==> config.mk <==
export PLATFORM = sky130hd
export DESIGN_NAME = bcd_rtc
export DESIGN_NICKNAME = d
export VERILOG_FILES = /design/src/rtl/bcd_rtc.sv
export SDC_FILE = /design/constraint.sdc
export NUM_CORES = 1
export LEC_CHECK = 0
export ABC_AREA = 0
export ABC_CLOCK_PERIOD_IN_PS = 3100
export BUFFER_PORTS_ARGS = -buffer_cell sky130_fd_sc_hd__buf_2
export CAP_MARGIN = 20
export CORE_ASPECT_RATIO = 2
export CORE_MARGIN = 2
export CORE_UTILIZATION = 50
export CTS_BUF_LIST = sky130_fd_sc_hd__clkbuf_16
export DETAILED_ROUTE_END_ITERATION = 8
export PLACE_DENSITY_LB_ADDON = 0.1
export SYNTH_ARGS = -nofsm -noshare
export SYNTH_HDL_FRONTEND = slang
export SYNTH_SLANG_ARGS = --single-unit
==> constraint.sdc <==
create_clock -name clk -period 3.1 [get_ports clk]
set_input_delay 0.62 -clock clk [delete_from_list [all_inputs] [get_ports clk]]
set_output_delay 0.62 -clock clk [all_outputs]
set_load 0.01 [all_outputs]
==> src/rtl/bcd_rtc.sv <==
module bcd_rtc #(
  parameter int AW = 4
) (
  input  logic          clk,
  input  logic          rst_n,
  input  logic          tick_1hz,
  input  logic          run_en,
  input  logic          alarm_en,
  input  logic          wr_en,
  input  logic          rd_cmd,
  input  logic [AW-1:0] addr,
  input  logic [7:0]    wr_data,
  output logic [7:0]    rd_data,
  output logic          alarm_flag
);
  localparam logic [7:0] M_SEC = 8'h7F, M_MIN = 8'h7F, M_HR = 8'h7F;
  localparam logic [7:0] M_DOW = 8'h07, M_DAT = 8'h3F, M_MON = 8'h1F;

  function automatic logic [7:0] bcd_step(input logic [7:0] v);
    return (v[3:0] >= 4'd9) ? {v[7:4] + 4'd1, 4'd0} : {v[7:4], v[3:0] + 4'd1};
  endfunction

  logic [7:0] sec_q, min_q, hr_q, dow_q, dat_q, mon_q, yr_q;
  logic [7:0] a_sec, a_min, a_hr, a_day;
  logic [7:0] snap [0:6];
  logic       tick_d;

  wire step = tick_1hz & run_en;
  function automatic logic hit_wr(input logic [AW-1:0] a, input int k);
    return a == AW'(k);
  endfunction

  wire sec_wrap = sec_q == 8'h59;
  wire min_wrap = min_q == 8'h59;
  wire h12      = hr_q[6];
  wire day_end  = h12 ? (hr_q[4:0] == 5'h11 && hr_q[5]) : (hr_q[5:0] == 6'h23);

  wire leap = (!yr_q[4] && (yr_q[3:0] == 4'h0 || yr_q[3:0] == 4'h4 || yr_q[3:0] == 4'h8))
            || (yr_q[4] && (yr_q[3:0] == 4'h2 || yr_q[3:0] == 4'h6));
  wire short_mon = (mon_q == 8'h04) || (mon_q == 8'h06) || (mon_q == 8'h09) || (mon_q == 8'h11);
  wire [7:0] mdays = (mon_q == 8'h02) ? (leap ? 8'h29 : 8'h28) : (short_mon ? 8'h30 : 8'h31);

  wire c_sec = step & sec_wrap;
  wire c_min = c_sec & min_wrap;
  wire c_day = c_min & day_end;
  wire c_dat = c_day & (dat_q == mdays);
  wire c_mon = c_dat & (mon_q == 8'h12);
  wire c_yr  = c_mon;

  wire [7:0] t12 = bcd_step({3'b000, hr_q[4:0]});
  wire [7:0] t24 = bcd_step({2'b00, hr_q[5:0]});
  logic [7:0] hr_n;

  always_comb begin
    if (h12) begin
      if (hr_q[4:0] == 5'h12)      hr_n = {hr_q[7:5], 5'h01};
      else if (hr_q[4:0] == 5'h11) hr_n = {hr_q[7:6], ~hr_q[5], 5'h12};
      else                         hr_n = {hr_q[7:5], 5'h00} | t12;
    end else begin
      hr_n = (hr_q[5:0] == 6'h23) ? 8'h00 : t24;
    end
  end

  wire [7:0] sec_n = sec_wrap ? 8'h00 : bcd_step(sec_q);
  wire [7:0] min_n = min_wrap ? 8'h00 : bcd_step(min_q);
  wire [7:0] dow_n = (dow_q == 8'h07) ? 8'h01 : dow_q + 8'h01;
  wire [7:0] dat_n = (dat_q == mdays) ? 8'h01 : bcd_step(dat_q);
  wire [7:0] mon_n = (mon_q == 8'h12) ? 8'h01 : bcd_step(mon_q);
  wire [7:0] yr_n  = (yr_q == 8'h99) ? 8'h00 : bcd_step(yr_q);

  always_ff @(posedge clk or negedge rst_n) begin
    if (!rst_n) begin
      sec_q <= '0; min_q <= '0; hr_q <= '0; dow_q <= '0;
      dat_q <= '0; mon_q <= '0; yr_q <= '0;
    end else begin
      if (wr_en && hit_wr(addr, 0)) sec_q <= wr_data & M_SEC;
      else if (step)                sec_q <= sec_n;
      if (wr_en && hit_wr(addr, 1)) min_q <= wr_data & M_MIN;
      else if (c_sec)               min_q <= min_n;
      if (wr_en && hit_wr(addr, 2)) hr_q <= wr_data & M_HR;
      else if (c_min)               hr_q <= hr_n;
      if (wr_en && hit_wr(addr, 3)) dow_q <= wr_data & M_DOW;
      else if (c_day)               dow_q <= dow_n;
      if (wr_en && hit_wr(addr, 4)) dat_q <= wr_data & M_DAT;
      else if (c_day)               dat_q <= dat_n;
      if (wr_en && hit_wr(addr, 5)) mon_q <= wr_data & M_MON;
      else if (c_dat)               mon_q <= mon_n;
      if (wr_en && hit_wr(addr, 6)) yr_q <= wr_data;
      else if (c_yr)                yr_q <= yr_n;
    end
  end

  always_ff @(posedge clk or negedge rst_n) begin
    if (!rst_n) begin
      a_sec <= '0; a_min <= '0; a_hr <= '0; a_day <= '0;
    end else if (wr_en) begin
      if (hit_wr(addr, 8))  a_sec <= wr_data;
      if (hit_wr(addr, 9))  a_min <= wr_data;
      if (hit_wr(addr, 10)) a_hr  <= wr_data;
      if (hit_wr(addr, 11)) a_day <= wr_data;
    end
  end

  always_ff @(posedge clk or negedge rst_n) begin
    if (!rst_n) begin
      for (int i = 0; i < 7; i++) snap[i] <= '0;
    end else if (rd_cmd) begin
      snap[0] <= sec_q; snap[1] <= min_q; snap[2] <= hr_q; snap[3] <= dow_q;
      snap[4] <= dat_q; snap[5] <= mon_q; snap[6] <= yr_q;
    end
  end

  always_comb begin
    case (addr)
      AW'(0):  rd_data = snap[0];
      AW'(1):  rd_data = snap[1];
      AW'(2):  rd_data = snap[2];
      AW'(3):  rd_data = snap[3];
      AW'(4):  rd_data = snap[4];
      AW'(5):  rd_data = snap[5];
      AW'(6):  rd_data = snap[6];
      AW'(8):  rd_data = a_sec;
      AW'(9):  rd_data = a_min;
      AW'(10): rd_data = a_hr;
      AW'(11): rd_data = a_day;
      default: rd_data = 8'h00;
    endcase
  end

  wire m_s = a_sec[6:0] == sec_q[6:0];
  wire m_m = a_min[6:0] == min_q[6:0];
  wire m_h = a_hr[6:0]  == hr_q[6:0];
  wire m_d = a_day[6] ? (a_day[5:0] == dow_q[5:0]) : (a_day[5:0] == dat_q[5:0]);
  wire hit = a_sec[7]
           | (a_min[7] & m_s)
           | (a_hr[7]  & m_s & m_m)
           | (a_day[7] & m_s & m_m & m_h)
           | (m_s & m_m & m_h & m_d);

  always_ff @(posedge clk or negedge rst_n) begin
    if (!rst_n) begin
      tick_d     <= 1'b0;
      alarm_flag <= 1'b0;
    end else begin
      tick_d     <= step;
      alarm_flag <= tick_d & run_en & alarm_en & hit;
    end
  end
endmodule

==> parameters.txt, run 1 <==
Parameter                              Value

Worst setup path
  Critical Path Most Common Cell ... sky130_fd_sc_hd__buf_2
  Critical path class ... in2out
  Startpoint type of the worst setup path ... input pin
  Data required, critical path ... between 2 and 2.5 ns
  Peak per-stage delay on the critical path ... 0.48 ns
  Critical Path Fanout Max ... 9
  Data arrival time of the worst path ... roughly 2.4 ns
  Endpoint class of the critical path ... output pin
  List of cells traversed by the critical path ... buf_2 > buf_4 > mux2_2 > a221oi_1 > o21ai_0 > buf_2
  Cell at the slowest stage of the critical path ... sky130_fd_sc_hd__a221oi_1

Finish
  Inserted Diodes ... 0
  Most common cell after layout, fill and taps aside ... sky130_fd_sc_hd__dfrtp_1
  Most frequent cells in the layout ... sky130_fd_sc_hd__dfrtp_1 (144), sky130_fd_sc_hd__mux2_2 (95), sky130_fd_sc_hd__nand2_1 (60), sky130_fd_sc_hd__o21ai_0 (60), sky130_fd_sc_hd__nor2_1 (57)
  Nets ... 960
  Share of final-layout standard cells stronger than drive strength 1 ... 23.75%
  Final instance count without filler cells ... 1,125
  Area growth from synthesis to layout ... 12.93%

STA
  Setup violations, final ... 0
  Largest clock skew in the final design ... 0.006956 ns
  Slew Viols, Final ... 0
  Max-slew headroom ... a little under two fifths
  Final worst-path cycle share ... 95.79%
  Unrepaired setup endpoints after global routing ... false
  Final Worst Setup Slack ... 0.1305 ns
  Final number of hold-violating endpoints ... 0
  Aggregate negative setup slack ... 0 ns
  Period minus WS final ... 2.969 ns
  Timing-limited maximum frequency ... 336.8 MHz
  Transition time of the tightest slew-check pin ... roughly 0.94 ns

Die
  Initial core utilization ... 51.24%
  Die Y ... between 150 and 200 um
  Horizontal extent of the die ... 96.69 um
  Placeable Area ... around 17,000 um2
  Die area ... 18,310 um2
  Number of I/O pins ... 28
  Standard-cell row count ... 67

Routing
  Detailed-router iteration count before antenna repair ... 4
  Number of DRC markers in iteration 0 ... 407
  Total via count after detailed routing ... around 7,100
  Final antenna-violating net count ... 0
  DRC Markers ... 0
  Vias per cell ... 6.326
  Overall routed net length ... around 29,000 um
  Routed wire length per instance ... about 25 um

Yosys
  Synthesis Warnings ... 0
  Top area cells in the synthesized netlist ... sky130_fd_sc_hd__dfrtp_1 (42%), sky130_fd_sc_hd__mux2_2 (12%), sky130_fd_sc_hd__ha_1 (5.1%)
  Unique masters post-synth ... 76
  Post-synth EDFFs ... 0
  Synthesized cell area ... 8591 um2
  Share of Yosys cell area claimed by the top area cell type ... a little over two fifths
  Cell count after synthesis ... ~860
  Syn Nets ... 913
  Primary flip-flop cell chosen by synthesis mapping ... sky130_fd_sc_hd__dfrtp_1
  Async S/R FF share, synth ... 100.0%
  Syn avg cell area ... between 10 and 15 um2
  Sequential fraction of the synthesis area ... 41.95%
  Cell taking the most area after synthesis ... sky130_fd_sc_hd__dfrtp_1
  Register bit count reported by yosys ... 144

Placement
  Number of placed instances, taps included ... 1,094
  DP HPWL ... approximately 21,000 um
  Routability cong. ... around 0.99
  Pre-CTS setup slack ... 0.1706 ns
  Number of port buffers ... 27

CTS
  # resized after CTS ... 0
  Number of levels the H-tree was split into ... 4
  CTS Hold Bufs ... 0
  CTS Root Buffer Type ... sky130_fd_sc_hd__clkbuf_16
  Source-to-sink clock delay at the later pin of the worst-skew pair ... 0.43 ns
  CTS sink count ... 144
  CTS tree ... built
  Maximum root-to-sink buffer count ... 2
  Post-CTS Setup Repair Bufs ... 0
  Clock buffer count from CTS ... 17
  Clock Pin Slew Worst Setup and Hold Paths ... 0.06 ns

GRT
  Overall Global Routing Usage ... between 30% and 40%
  Pin count of the biggest net entering global routing ... 73
  First-pass GRT wire length ... 44,370 um
  Via count of the first global-routing pass ... between 7,000 and 8,000
  Number of antenna violations at the first check in global routing ... 0
  Global route overflow ... 0

Pwr
  Combinational power share ... between 20 and 30%
  Static leakage ... 4.168 nW
  Sw Ratio ... 35.34%
  Clock network power share ... between 20 and 30%
  Largest vdd supply drop ... 0.3802 mV
  Proportion of power drawn by flip-flops and latches ... 44.1%
  Power density over the cells ... 681.7 nW/um2
  Internal power ... 4.276 mW
  Switching power total ... 2.337 mW

Job
  Maxcap violations ... 0

Outcome
  Status ... completed

Worst hold path
  Min-delay worst type ... in2async
power by group through the flow:
stage	Clock, mW	Combinational (mW)	Sequential [mW]
6_report	1.84	1.85	2.92
5_1_grt	1.94	2.06	2.97
4_1_cts	1.87	1.86	2.91
3_5_place_dp	0	1.84	2.94
3_3_place_gp	0	1.77	2.92
2_1_floorplan	0	1.37	2.64
logic make-up after synthesis:
| kind of cell | share of synthesized area (%) |
|---|---|
| AOI/OAI and AO/OA | 15.88 |
| xor gates and xnor gates | 2.855 |
| adders and majority gates | 5.098 |
| buffers and inverters | 3.728 |
| DFF | 41.95 |
| muxes | 14.99 |
| and+or+nand+nor | 15.51 |
per-stage QoR:
stage | util [%] | power [mW] | hold slack (ns) | area (um2)
after floorplan | - | 4.008 | 0.3244 | 8591
after global placement | 54.81 | 4.692 | 0.4936 | 9190
after detailed placement | 54.81 | 4.784 | 0.4940 | 9190
after CTS | 57.87 | 6.640 | 0.2358 | 9702
after global routing | 57.87 | 6.972 | 0.2532 | 9702
final | 57.87 | 6.614 | 0.1904 | 9702
worst max-delay path, delay by kind of cell:
| family | cells | cell delay, ns |
|---|---|---|
| mux | 1 | 0.34 |
| compound gates | 2 | 0.73 |
| buf+inv | 3 | 0.66 |
cell usage after synthesis, drive strengths merged, types with 4 or more instances:
library cell / n
a211oi: 5
a21oi: 37
a22oi: 9
a31oi: 12
a32o: 4
a32oi: 6
and2: 7
and3: 6
buf: 10
clkbuf: 40
dfrtp: 144
ha: 35
inv: 32
mux2: 95
mux2i: 15
nand2: 60
nand2b: 8
nand3: 32
nand4: 12
nand4b: 4
nor2: 57
nor2b: 10
nor3: 16
nor3b: 4
nor4: 7
o2111ai: 4
o211ai: 12
o21ai: 61
o311ai: 5
o31a: 4
o31ai: 11
or2: 7
or3: 5
or4: 4
or4b: 5
xnor2: 13
xor2: 15
worst paths after layout:
check                                start         end  slack, ns  cells past startpoint
worst max register to register     yr_q[0]    mon_q[1]       0.25                      8
min in group clk                wr_data[7]    a_day[7]       0.50                      3
worst min-delay path                 rst_n     hr_q[1]       0.19                      1
worst max-delay path               addr[2]  rd_data[1]       0.13                      6
max in group asynchronous            rst_n    mon_q[4]       1.98                      2
worst min register to register    snap[46]    snap[46]       0.51                      1
per-layer routing:
metal / routed length, um / GRT usage (%)
met4: 2469 / 24.81
met3: 973 / 4.651
met1: 10380 / 34.47
met2: 14790 / 55.69
met5: 0 / 0
layout make-up:
type | instances | area, um2
Clock buffer | 17 | 425.4
Clock inverter | 14 | 86.33
Fill cell | 1491 | 7064
Inverter | 33 | 123.9
Multi-Input combinational cell | 632 | 4667
Sequential cell | 144 | 3603
Tap cell | 207 | 259.0
Timing Repair Buffer | 78 | 536.8
sequential cells by signal, summed over array words and instances, names as in the netlist:
register	flops
a_hr	8
mon_q	8
a_min	8
a_sec	8
a_day	8
dow_q	8
snap	55
min_q	8
hr_q	7
sec_q	8
tick_d	1
alarm_flag	1
dat_q	8
yr_q	8
No activity file was read; power rests on OpenSTA's default activity.
==> inputs of run 2 (changes only) <==
--- a/config.mk
+++ b/config.mk
@@ -5,7 +5,7 @@
 export SDC_FILE = /design/constraint.sdc
 export NUM_CORES = 1
 export LEC_CHECK = 0
-export ABC_AREA = 0
+export ABC_AREA = 1
 export ABC_CLOCK_PERIOD_IN_PS = 3100
 export BUFFER_PORTS_ARGS = -buffer_cell sky130_fd_sc_hd__buf_2
 export CAP_MARGIN = 20
@@ -15,6 +15,7 @@
 export CTS_BUF_LIST = sky130_fd_sc_hd__clkbuf_16
 export DETAILED_ROUTE_END_ITERATION = 8
 export PLACE_DENSITY_LB_ADDON = 0.1
+export REMOVE_ABC_BUFFERS = 1
 export SYNTH_ARGS = -nofsm -noshare
 export SYNTH_HDL_FRONTEND = slang
 export SYNTH_SLANG_ARGS = --single-unit
==> run 2 against run 1 <==
Against the previous run:
- sequential power grew 4%
- clock-buffer cell count unchanged
- routed wire length decreased by 10%
- setup slack improved by 0.29 ns
- via count increased by 1.2%
- maximum frequency rose by 11%
- core utilization fell by 1.1 points
- sequential share of layout area rose by 2.1 points
- cell count grew 11%
- die area shrank 4.2%
- hold slack got worse by 0.030 ns
- critical endpoint is now rd_data[5]
- highest routed layer unchanged
==> parameters.txt, run 2 <==
Parameter                              Value

Outcome
  Status ... completed (unchanged)

CTS
  CTS sink count ... 144 (unchanged)
  CTS tree ... built (unchanged)
  Post-CTS Setup Repair Bufs ... 0 (unchanged)
  CTS Hold Bufs ... 0 (unchanged)
  CTS Root Buffer Type ... sky130_fd_sc_hd__clkbuf_16 (unchanged)
  Source-to-sink clock delay at the later pin of the worst-skew pair ... 0.43 ns (about the same)
  Clock Pin Slew Worst Setup and Hold Paths ... 0.06 ns (about the same)
  # resized after CTS ... 0 (unchanged)
  Maximum root-to-sink buffer count ... 2 (unchanged)
  Number of levels the H-tree was split into ... 4 (unchanged)
  Clock buffer count from CTS ... 17 (unchanged)

Routing
  Routed wire length per instance ... 20.58 um (was 25.43 um)
  Overall routed net length ... 25,640 um (was 28,610 um)
  Total via count after detailed routing ... 7,203 (was 7,117)
  Number of DRC markers in iteration 0 ... 462 (was 407)
  Final antenna-violating net count ... 0 (unchanged)
  Vias per cell ... 5.781 (was 6.326)
  Detailed-router iteration count before antenna repair ... 7 (was 4)
  DRC Markers ... 0 (unchanged)

Yosys
  Unique masters post-synth ... 56 (was 76)
  Syn avg cell area ... 8.222 um2 (was 10.00 um2)
  Synthesized cell area ... 8214 um2 (was 8591 um2)
  Mux share of post-synthesis cell area ... 0.5484% (was 14.99%)
  Synthesis Warnings ... 0 (unchanged)
  Xor/xnor share of the synthesized area ... 4.265% (was 2.855%)
  Sequential fraction of the synthesis area ... 43.87% (was 41.95%)
  Combinational family with the most area after synthesis ... simple AND/OR/NAND/NOR gates (was compound AO/OA/AOI/OAI gates)
  Primary flip-flop cell chosen by synthesis mapping ... sky130_fd_sc_hd__dfrtp_1 (unchanged)
  Post-synth EDFFs ... 0 (unchanged)
  Simple-gate area share of the yosys netlist ... 21.11% (was 15.51%)
  Top area cells in the synthesized netlist ... sky130_fd_sc_hd__dfrtp_1 (44%), sky130_fd_sc_hd__nand2_1 (8.7%), sky130_fd_sc_hd__o21ai_0 (6.4%) (was sky130_fd_sc_hd__dfrtp_1 (42%), sky130_fd_sc_hd__mux2_2 (12%), sky130_fd_sc_hd__ha_1 (5.1%))
  Adder and majority gate portion of the synthesized area ... 5.331% (was 5.098%)
  Share of Yosys cell area claimed by the top area cell type ... 43.87% (was 41.95%)
  Post-synth top cells ... sky130_fd_sc_hd__nand2_1 (190), sky130_fd_sc_hd__dfrtp_1 (144), sky130_fd_sc_hd__inv_1 (131), sky130_fd_sc_hd__o21ai_0 (105), sky130_fd_sc_hd__nand3_1 (60) (was sky130_fd_sc_hd__dfrtp_1 (144), sky130_fd_sc_hd__mux2_2 (95), sky130_fd_sc_hd__nand2_1 (60), sky130_fd_sc_hd__o21ai_0 (60), sky130_fd_sc_hd__nor2_1 (57))
  Cell count after synthesis ... 999 (was 859)
  Cell taking the most area after synthesis ... sky130_fd_sc_hd__dfrtp_1 (unchanged)
  Register bit count reported by yosys ... 144 (unchanged)
  Most frequent cell after synthesis ... sky130_fd_sc_hd__nand2_1 (was sky130_fd_sc_hd__dfrtp_1)
  Async S/R FF share, synth ... 100.0% (unchanged)
  Post-synthesis compound-gate area fraction ... 16.82% (was 15.88%)

Worst setup path
  Endpoint class of the critical path ... output pin (unchanged)
  Worst setup slack for register-to-register paths ... 0.66 ns (was 0.25 ns)
  List of cells traversed by the critical path ... buf_2 > inv_1 > or2_1 > nor2_1 > inv_1 > o22ai_1 > a21oi_1 > nand3_1 > buf_2 (was buf_2 > buf_4 > mux2_2 > a221oi_1 > o21ai_0 > buf_2)
  Startpoint type of the worst setup path ... input pin (unchanged)
  Crit path max-delay family ... simple AND/OR/NAND/NOR gates (was compound AO/OA/AOI/OAI gates)
  Cell at the slowest stage of the critical path ... sky130_fd_sc_hd__nor2_1 (was sky130_fd_sc_hd__a221oi_1)
  Data arrival time of the worst path ... 2.06 ns (was 2.35 ns)
  Reg2reg end ... yr_q[5] (was mon_q[1])
  Setup crit end ... rd_data[5] (was rd_data[1])
  Peak per-stage delay on the critical path ... 0.34 ns (was 0.48 ns)
  Start of the worst register-to-register path ... sec_q[5] (was yr_q[0])
  Critical Path Fanout Max ... 6 (was 9)
  Critical path class ... in2out (unchanged)
  Number of cells on the critical path ... 9 (was 6)
  Worst setup path start ... addr[0] (was addr[2])
  Buf+Inv Stages, Crit Path ... 4 (was 3)
  Worst reg-to-reg path cell count ... 13 (was 8)
  Data required, critical path ... 2.48 ns (about the same)

STA
  Final number of hold-violating endpoints ... 0 (unchanged)
  Max-slew headroom ... 51.82% (was 37.11%)
  Unrepaired setup endpoints after global routing ... false (unchanged)
  Aggregate negative setup slack ... 0 ns (unchanged)
  Transition time of the tightest slew-check pin ... 0.7227 ns (was 0.9354 ns)
  Period minus WS final ... 2.677 ns (was 2.969 ns)
  Largest clock skew in the final design ... 0.01139 ns (was 0.006956 ns)
  Final worst-path cycle share ... 86.35% (was 95.79%)
  Setup violations, final ... 0 (unchanged)
  Slew Viols, Final ... 0 (unchanged)
  Final Worst Setup Slack ... 0.4232 ns (was 0.1305 ns)
  Worst hold margin ... 0.1599 ns (was 0.1904 ns)
  Timing-limited maximum frequency ... 373.6 MHz (was 336.8 MHz)

Placement
  Number of port buffers ... 27 (unchanged)
  Pre-CTS setup slack ... 0.4518 ns (was 0.1706 ns)
  DP HPWL ... 19,670 um (was 21,420 um)
  Number of placed instances, taps included ... 1,214 (was 1,094)
  Routability cong. ... 1.011 (was 0.9870)

Finish
  Share of final-layout standard cells stronger than drive strength 1 ... 11.42% (was 23.75%)
  Post-layout util ... 56.75% (was 57.87%)
  Final instance count without filler cells ... 1,246 (was 1,125)
  Most frequent cells in the layout ... sky130_fd_sc_hd__nand2_1 (190), sky130_fd_sc_hd__dfrtp_1 (144), sky130_fd_sc_hd__inv_1 (132) (was sky130_fd_sc_hd__dfrtp_1 (144), sky130_fd_sc_hd__mux2_2 (95), sky130_fd_sc_hd__nand2_1 (60), sky130_fd_sc_hd__o21ai_0 (60), sky130_fd_sc_hd__nor2_1 (57))
  Most common cell after layout, fill and taps aside ... sky130_fd_sc_hd__nand2_1 (was sky130_fd_sc_hd__dfrtp_1)
  Number of flip-flops in the largest register ... 55 (unchanged)
  Register with the highest flop count ... snap (unchanged)
  Nets ... 1,083 (was 960)
  Inserted Diodes ... 0 (unchanged)
  Area growth from synthesis to layout ... 11.82% (was 12.93%)
  Number of filler instances in the final layout ... 1,605 (was 1,491)

GRT
  Via count of the first global-routing pass ... 7,136 (was 7,339)
  Overall Global Routing Usage ... 31.26% (was 32.00%)
  First-pass GRT wire length ... 40,020 um (was 44,370 um)
  Pin count of the biggest net entering global routing ... 73 (unchanged)
  Number of antenna violations at the first check in global routing ... 0 (unchanged)
  Global route overflow ... 0 (unchanged)

Die
  Die area ... 17,530 um2 (was 18,310 um2)
  Die Y ... 185.3 um (was 189.4 um)
  Placeable Area ... 16,190 um2 (was 16,770 um2)
  Horizontal extent of the die ... 94.63 um (was 96.69 um)
  Initial core utilization ... 50.75% (was 51.24%)
  Standard-cell row count ... 66 (was 67)
  Number of I/O pins ... 28 (unchanged)

Pwr
  Largest vdd supply drop ... 0.4032 mV (was 0.3802 mV)
  Power density over the cells ... 790.8 nW/um2 (was 681.7 nW/um2)
  Static leakage ... 4.312 nW (was 4.168 nW)

Worst hold path
  Min-delay worst type ... in2async (unchanged)

Job
  Maxcap violations ... 0 (unchanged)
run 2: through the flow:
step / area, um2 / total power [mW]
after floorplan: 8095 / 4.303
after global placement: 8567 / 5.076
after detailed placement: 8567 / 5.106
after CTS: 9185 / 7.284
after global routing: 9185 / 7.721
final: 9185 / 7.263
run 2: how the worst min path moves through the flow:
stage                  start  endpoint  slack, ns  cells past startpoint
finish                 rst_n  min_q[6]       0.16                      1
global route           rst_n  min_q[7]       0.22                      1
CTS                    rst_n  min_q[7]       0.23                      1
detailed placement  dow_q[7]  snap[31]       0.47                      2
global placement    dow_q[7]  snap[31]       0.46                      2
floorplan              rst_n  a_day[0]       0.32                      0
run 2: worst reg2reg max path, delay by kind of cell, from the launching register on:
kind,cells,cell delay (ns)
fa+ha+maj,1,0.18
buf+inv,1,0.12
flops,1,0.43
simple gates,11,1.61
run 2: kinds of logic after synthesis:
group / count (synthesis)
buffers and inverters: 168
AND/OR/NAND/NOR: 375
XOR/XNOR: 40
adder cells (fa/ha/maj): 35
AO/OA/AOI/OAI: 233
flip-flops: 144
multiplexers: 4
run 2: area by class of cell:
class                      instances  area (um2)  area share [%]
timing repair buffer              35       216.5           2.357
clock inverter                    15       192.7           2.098
multi-input combinational        687        3949           42.99
sequential                       144        3603           39.23
clock buffer                      17       425.4           4.632
tap                              204       255.2           2.779
inverter                         144       543.0           5.912
run 2: report_power, final:
part           leakage (nW)  switching [mW]  internal, mW
Clock                 0.300           0.834          1.34
Combinational          2.22            1.27         0.795
Sequential             1.79           0.656          2.37
Total                  4.31            2.76          4.51
run 2: layer usage:
layer / wire (um) / global-route usage, % / up-vias
met1: 9072 / 32.71 / 3496
met2: 13290 / 54.30 / 217
li1: - / - / 3404
met3: 1065 / 5.818 / 86
met5: 0 / 0 / -
met4: 2216 / 23.13 / 0
